--- src/rtl/cst_pkg.sv ---
package cst_pkg;
    typedef enum logic [1:0] {
        ST_IDLE    = 2'd0,
        ST_CMD_LOW = 2'd1,
        ST_THR_LOW = 2'd2,
        ST_THR_GAP = 2'd3
    } cst_state_e;

    localparam int REG_W        = 8;
    localparam int BIT_PCI_STOP = 0;
    localparam int BIT_THR_EN   = 1;
    localparam int BIT_MODE_LO  = 2;
    localparam int BIT_MODE_HI  = 3;
    localparam int BIT_AUTO_THR = 4;
    localparam int BIT_SBY_RES  = 7;
    localparam logic [REG_W-1:0] CTRL_KEEP_MASK = 8'b1001_1111;

    function automatic logic mode_active(input logic [1:0] mode);
        return (mode == 2'b01) || (mode == 2'b10);
    endfunction
endpackage

--- src/rtl/cst_csr.sv ---
module cst_csr
    import cst_pkg::*;
(
    input  logic             clk,
    input  logic             rst_n,
    input  logic             wr_en,
    input  logic             wr_sel,
    input  logic [REG_W-1:0] wr_data,
    output logic [REG_W-1:0] ctrl_q,
    output logic [REG_W-1:0] dur_q
);
    always_ff @(posedge clk or negedge rst_n) begin
        if (!rst_n) begin
            ctrl_q <= '0;
            dur_q  <= '0;
        end else if (wr_en) begin
            if (wr_sel) dur_q  <= wr_data;
            else        ctrl_q <= wr_data & CTRL_KEEP_MASK;
        end
    end
endmodule

--- src/rtl/cst_standby_div.sv ---
module cst_standby_div #(
    parameter int SHORT_DIV = 125,
    parameter int LONG_DIV  = 1000
) (
    input  logic clk,
    input  logic rst_n,
    input  logic base_tick,
    input  logic long_sel,
    output logic sby_tick
);
    localparam int MAX_DIV = (LONG_DIV > SHORT_DIV) ? LONG_DIV : SHORT_DIV;
    localparam int CW      = $clog2(MAX_DIV);
    localparam logic [CW-1:0] SHORT_LIM = CW'(SHORT_DIV - 1);
    localparam logic [CW-1:0] LONG_LIM  = CW'(LONG_DIV - 1);

    logic [CW-1:0] div_cnt;
    logic [CW-1:0] limit;

    assign limit = long_sel ? LONG_LIM : SHORT_LIM;

    always_ff @(posedge clk or negedge rst_n) begin
        if (!rst_n) begin
            div_cnt  <= '0;
            sby_tick <= 1'b0;
        end else begin
            sby_tick <= 1'b0;
            if (base_tick) begin
                if (div_cnt >= limit) begin
                    div_cnt  <= '0;
                    sby_tick <= 1'b1;
                end else begin
                    div_cnt <= div_cnt + 1'b1;
                end
            end
        end
    end
endmodule

--- src/rtl/cst_seq_fsm.sv ---
module cst_seq_fsm
    import cst_pkg::*;
#(
    parameter int CNT_W     = 8,
    parameter int GAP_TICKS = 4
) (
    input  logic             clk,
    input  logic             rst_n,
    input  logic             mode_act,
    input  logic             thr_en,
    input  logic             cmd_rd,
    input  logic             base_tick,
    input  logic [CNT_W-1:0] dur,
    output logic             stop_n,
    output cst_state_e       state,
    output logic [CNT_W-1:0] low_cnt
);
    localparam int GAP_W = $clog2(GAP_TICKS + 1);
    localparam logic [GAP_W-1:0] GAP_LOAD = GAP_W'(GAP_TICKS);
    localparam logic [CNT_W-1:0] CNT_ONE  = CNT_W'(1);

    cst_state_e       state_nx;
    logic [CNT_W-1:0] low_nx;
    logic [GAP_W-1:0] gap_cnt, gap_nx;
    logic [CNT_W-1:0] dur_eff;
    logic             thr_run;

    assign dur_eff = (dur == '0) ? CNT_ONE : dur;
    assign thr_run = mode_act && thr_en;

    always_ff @(posedge clk or negedge rst_n) begin
        if (!rst_n) begin
            state   <= ST_IDLE;
            low_cnt <= '0;
            gap_cnt <= '0;
        end else begin
            state   <= state_nx;
            low_cnt <= low_nx;
            gap_cnt <= gap_nx;
        end
    end

    always_comb begin
        state_nx = state;
        low_nx   = low_cnt;
        gap_nx   = gap_cnt;
        unique case (state)
            ST_IDLE: begin
                if (thr_run) begin
                    state_nx = ST_THR_LOW;
                    low_nx   = dur_eff;
                end else if (mode_act && cmd_rd) begin
                    state_nx = ST_CMD_LOW;
                    low_nx   = dur_eff;
                end
            end
            ST_CMD_LOW: begin
                if (!mode_act) begin
                    state_nx = ST_IDLE;
                    low_nx   = '0;
                end else if (base_tick) begin
                    if (low_cnt == CNT_ONE) begin
                        state_nx = ST_IDLE;
                        low_nx   = '0;
                    end else begin
                        low_nx = low_cnt - 1'b1;
                    end
                end
            end
            ST_THR_LOW: begin
                if (!thr_run) begin
                    state_nx = ST_IDLE;
                    low_nx   = '0;
                end else if (base_tick) begin
                    if (low_cnt == CNT_ONE) begin
                        state_nx = ST_THR_GAP;
                        low_nx   = '0;
                        gap_nx   = GAP_LOAD;
                    end else begin
                        low_nx = low_cnt - 1'b1;
                    end
                end
            end
            ST_THR_GAP: begin
                if (!thr_run) begin
                    state_nx = ST_IDLE;
                    gap_nx   = '0;
                end else if (base_tick) begin
                    if (gap_cnt <= GAP_W'(1)) begin
                        state_nx = ST_THR_LOW;
                        low_nx   = dur_eff;
                        gap_nx   = '0;
                    end else begin
                        gap_nx = gap_cnt - 1'b1;
                    end
                end
            end
            default: begin
                state_nx = ST_IDLE;
                low_nx   = '0;
                gap_nx   = '0;
            end
        endcase
    end

    always_comb begin
        unique case (state)
            ST_CMD_LOW, ST_THR_LOW: stop_n = 1'b0;
            default:                stop_n = 1'b1;
        endcase
    end
endmodule

--- src/rtl/clk_stop_throttle.sv ---
module clk_stop_throttle
    import cst_pkg::*;
#(
    parameter int GAP_TICKS     = 4,
    parameter int SBY_SHORT_DIV = 125,
    parameter int SBY_LONG_DIV  = 1000
) (
    input  logic       clk,
    input  logic       rst_n,
    input  logic       reg_wr_en,
    input  logic       reg_wr_sel,
    input  logic [7:0] reg_wr_data,
    input  logic       cmd_rd_strobe,
    input  logic       base_tick,
    output logic [7:0] ctrl_q,
    output logic [7:0] dur_q,
    output logic       cpu_stop_n,
    output logic       standby_tick
);
    cst_state_e fsm_state;
    logic [7:0] low_cnt;
    logic       mode_act;

    cst_csr u_csr (
        .clk     (clk),
        .rst_n   (rst_n),
        .wr_en   (reg_wr_en),
        .wr_sel  (reg_wr_sel),
        .wr_data (reg_wr_data),
        .ctrl_q  (ctrl_q),
        .dur_q   (dur_q)
    );

    assign mode_act = mode_active(ctrl_q[BIT_MODE_HI:BIT_MODE_LO]);

    cst_seq_fsm #(
        .CNT_W     (REG_W),
        .GAP_TICKS (GAP_TICKS)
    ) u_fsm (
        .clk       (clk),
        .rst_n     (rst_n),
        .mode_act  (mode_act),
        .thr_en    (ctrl_q[BIT_THR_EN]),
        .cmd_rd    (cmd_rd_strobe),
        .base_tick (base_tick),
        .dur       (dur_q),
        .stop_n    (cpu_stop_n),
        .state     (fsm_state),
        .low_cnt   (low_cnt)
    );

    cst_standby_div #(
        .SHORT_DIV (SBY_SHORT_DIV),
        .LONG_DIV  (SBY_LONG_DIV)
    ) u_sby (
        .clk       (clk),
        .rst_n     (rst_n),
        .base_tick (base_tick),
        .long_sel  (ctrl_q[BIT_SBY_RES]),
        .sby_tick  (standby_tick)
    );
endmodule

--- config.mk ---
export PLATFORM = sky130hd
export DESIGN_NAME = clk_stop_throttle
export DESIGN_NICKNAME = d
export VERILOG_FILES = /design/src/rtl/cst_pkg.sv /design/src/rtl/cst_csr.sv /design/src/rtl/cst_standby_div.sv /design/src/rtl/cst_seq_fsm.sv /design/src/rtl/clk_stop_throttle.sv
export SDC_FILE = /design/constraint.sdc
export NUM_CORES = 1
export LEC_CHECK = 0
export BUFFER_PORTS_ARGS = -buffer_cell sky130_fd_sc_hd__buf_2
export CAP_MARGIN = 20
export CORE_ASPECT_RATIO = 1.4
export CORE_MARGIN = 5
export CORE_UTILIZATION = 55
export DETAILED_ROUTE_END_ITERATION = 8
export PLACE_DENSITY = 0.77
export SLEW_MARGIN = 40
export SYNTH_ARGS = -nofsm -noshare
export SYNTH_HDL_FRONTEND = slang
export SYNTH_SLANG_ARGS = --single-unit
--- constraint.sdc ---
create_clock -name clk -period 2.7 [get_ports clk]
set_clock_uncertainty 0.15 [all_clocks]
set_input_delay 0.135 -clock clk [delete_from_list [all_inputs] [get_ports clk]]
set_output_delay 0.135 -clock clk [all_outputs]
set_load 0.1 [all_outputs]
==> run metrics <==
element type at the critical path start flip-flop; effective utilization at floorplan 0.571; Vias/cell 5.96; Critical Path AT 2.44 ns; final setup vio count 0; routed wire length 4920 um; number of maximum-capacitance constraint violations 0; average wire per cell in the routed design 15.8 um; number of nets with antenna violations after detailed routing 0; clock transition at the register clock pins on the worst setup and hold paths after CTS 0.07 ns; worst hold slack after final layout 0.104 ns; pre-CTS setup slack 0.360 ns; Gate Count Post-Synth 230; mean post-synth cell area 9.90 um^2; height of the die 86.1 um; nets 300; H-tree depth reported by CTS 2; least setup slack across all paths after layout 0.345 ns; Yosys reg bits 38; post-detailed-route DRC marker count 0; worst setup path class reg2reg; buffers inserted during post-CTS setup optimization 0; count of buffers inserted at the top-level ports 29; count of vias placed by the detailed router 1861; fmax 0.425 GHz; sequential standard cell area 951 um^2; DP Wirelength 3700 um; top flip-flop cell by instance count after synthesis dfrtp_1; Distinct cells, synth 47; FFs w/ async S/R, synth 1.00; die footprint 5550 um^2; static leakage 0.00129 uW; First-pass DRT Iterations 5; antenna violations before repair 0; fraction of final layout cells with drive strength greater than 1 0.230; number of I/O pins 32; number of buffers on the longest clock path 2; pin count of the biggest net entering global routing 21; clock sink total 38; post-synthesis instance area 2280 um^2; routability cong. 0.850; data required time of the critical path 2.79 ns; worst-path fanout max 9; count of non-filler cells in the finished layout 312; power density over the cells 987 nW/um^2; Least-Margin Pin Slew 0.602 ns; sequential cell area fraction in the yosys report 0.418; TritonCTS clock tree yes; setup repair after global routing missed its margin false; final-report hold violation count 0; headroom to the max-slew limit 0.598; Starting DRT DRC Count 66; growth of design area from synthesis to finish 15.5%; final-layout fill cell count 325; EDFF count, synth 0; cell at the root of the clock tree clkbuf_8; Placed Cells 296; Period Utilization, post-route 0.872; ant diodes 0; clock period minus worst slack 2.35 ns; vias in the first global route 1839; global-route wire length before repair 8340 um; Max Slew Vio Count 0; slowest cell on the critical path dfrtp_1; combined area of the multi-input logic cells 1210 um^2; worst vdd ir 696 uV; r2r setup slk 0.35 ns; run status finished, final reports clean; Skew-Pair Late Insertion Delay 0.29 ns; number of synthesis warnings 0; standard cell core area 3990 um^2; type of the most critical hold path in2reg; endpoint type of the worst setup path flip-flop; Site Rows 27; horizontal die dimension 64.4 um; Cell Chain, Critical Path inv_1 -> ha_1 -> inv_2 -> or3_1 -> or2_1 -> o41ai_2 -> a22o_2; overall global routing resource usage 0.189; gr ovfl total 0; number of buffers added by the clock tree synthesis step 5; sum of negative setup slack 0 ns; slowest cell delay on critical path 0.40 ns
[critical path, delay by kind of cell, from the launching register on]
kind	cells	cell delay (ns)
buf+inv	2	0.19
fa+ha+maj	1	0.33
flops	1	0.40
simple gates	2	0.75
compound gates	2	0.49
[worst paths after layout]
path	start	endpoint	depth (start not counted)
setup / recovery	u_fsm.state[1]	u_fsm.low_cnt[7]	7
hold / removal	base_tick	u_sby.div_cnt[1]	3
setup reg to reg	u_fsm.state[1]	u_fsm.low_cnt[7]	7
hold reg to reg	u_csr.ctrl_q[0]	u_csr.ctrl_q[0]	1
max in group asynchronous	rst_n	u_sby.div_cnt[2]	3
min in group asynchronous	rst_n	u_fsm.low_cnt[1]	2
[kinds of logic after synthesis]
logic type,after synthesis,share of synthesized area
other,1,0.00165
buffers and inverters,26,0.0544
AND/OR/NAND/NOR,68,0.144
multiplexers,18,0.0885
XOR/XNOR,7,0.0269
flip-flops,38,0.418
adder cells (fa/ha/maj),17,0.0934
AO/OA/AOI/OAI,55,0.174
[report_power, final]
| part | switching, uW | internal, uW |
|---|---|---|
| registers | 173 | 715 |
| logic | 874 | 470 |
| clock network | 191 | 173 |
[sequential cells by signal, indices dropped and copies added (netlist names)]
register / count
u_csr.dur_q: 8
u_sby.sby_tick: 1
u_csr.ctrl_q: 6
u_fsm.state: 2
u_sby.div_cnt: 10
u_fsm.low_cnt: 8
u_fsm.gap_cnt: 3
[repair_timing]
action	in CTS	in global routing
hold endpoints to repair	52	0
hold buffers	9	0
gates resized for setup	0	0
[cell type report]
class	count	share of cell area
multi-input cells	167	0.458
clock buffers	5	0.0262
clock inverters	2	0.00380
repair buffers	42	0.108
well taps	43	0.0204
flip-flops and latches	38	0.361
inverters	15	0.0214
[cells in the mapped netlist, types with 3 or more instances]
library cell | number | area, um^2
ha_1 | 17 | 213
a21o_1 | 4 | 30.0
mux2_2 | 17 | 191
nor3_1 | 11 | 55.1
o41ai_1 | 3 | 26.3
a22o_1 | 8 | 70.1
inv_1 | 14 | 52.6
clkbuf_1 | 3 | 11.3
and3_1 | 4 | 25.0
a21oi_1 | 11 | 55.1
dfrtp_1 | 38 | 951
xnor2_1 | 3 | 26.3
xor2_1 | 4 | 35.0
nor2_1 | 16 | 60.1
o21ai_0 | 14 | 70.1
or3_1 | 3 | 18.8
buf_4 | 4 | 30.0
nand3_1 | 10 | 50.1
nand2_1 | 14 | 52.6
[layout by cell type (no fill, tap or decap), types with 2 or more instances in the layout]
master | netlist | final
a22o_1 | 8 | 8
a21oi_1 | 11 | 11
inv_1 | 14 | 14
or3_1 | 3 | 3
buf_2 | 2 | 29
xor2_1 | 4 | 4
o21ai_0 | 14 | 14
o41ai_2 | 2 | 2
clkinv_2 | 0 | 2
nor2b_1 | 2 | 2
and3_1 | 4 | 4
nand3_1 | 10 | 10
dfrtp_1 | 38 | 38
clkbuf_8 | 0 | 5
nand2_1 | 14 | 14
nor2_1 | 16 | 16
buf_4 | 4 | 3
xnor2_1 | 3 | 3
a21o_1 | 4 | 4
conb_1 | 1 | 2
dlygate4sd3_1 | 0 | 9
ha_1 | 17 | 17
nor3_1 | 11 | 11
mux2_2 | 17 | 17
o41ai_1 | 3 | 3
nor4_1 | 2 | 2
[stage by stage]
| step | area [um^2] | power, uW | utilization |
|---|---|---|---|
| after detailed placement | 2460 | 2220 | 0.618 |
| final | 2630 | 2600 | 0.660 |
| after global placement | 2430 | 2180 | 0.611 |
| after global routing | 2630 | 2780 | 0.660 |
| after CTS | 2630 | 2600 | 0.660 |
| after floorplan | 2280 | 1950 | - |
[metal layers]
layer / up-vias / track usage / wire length [um] / share of wire
li1: 906 / - / - / -
met1: 897 / 0.215 / 1980 / 0.40
met2: 47 / 0.342 / 2610 / 0.53
met3: 11 / 0.0459 / 208 / 0.042
met4: 0 / 0.0615 / 123 / 0.025
met5: - / 0 / 0 / 0
No activity file was read; power rests on OpenSTA's default activity.
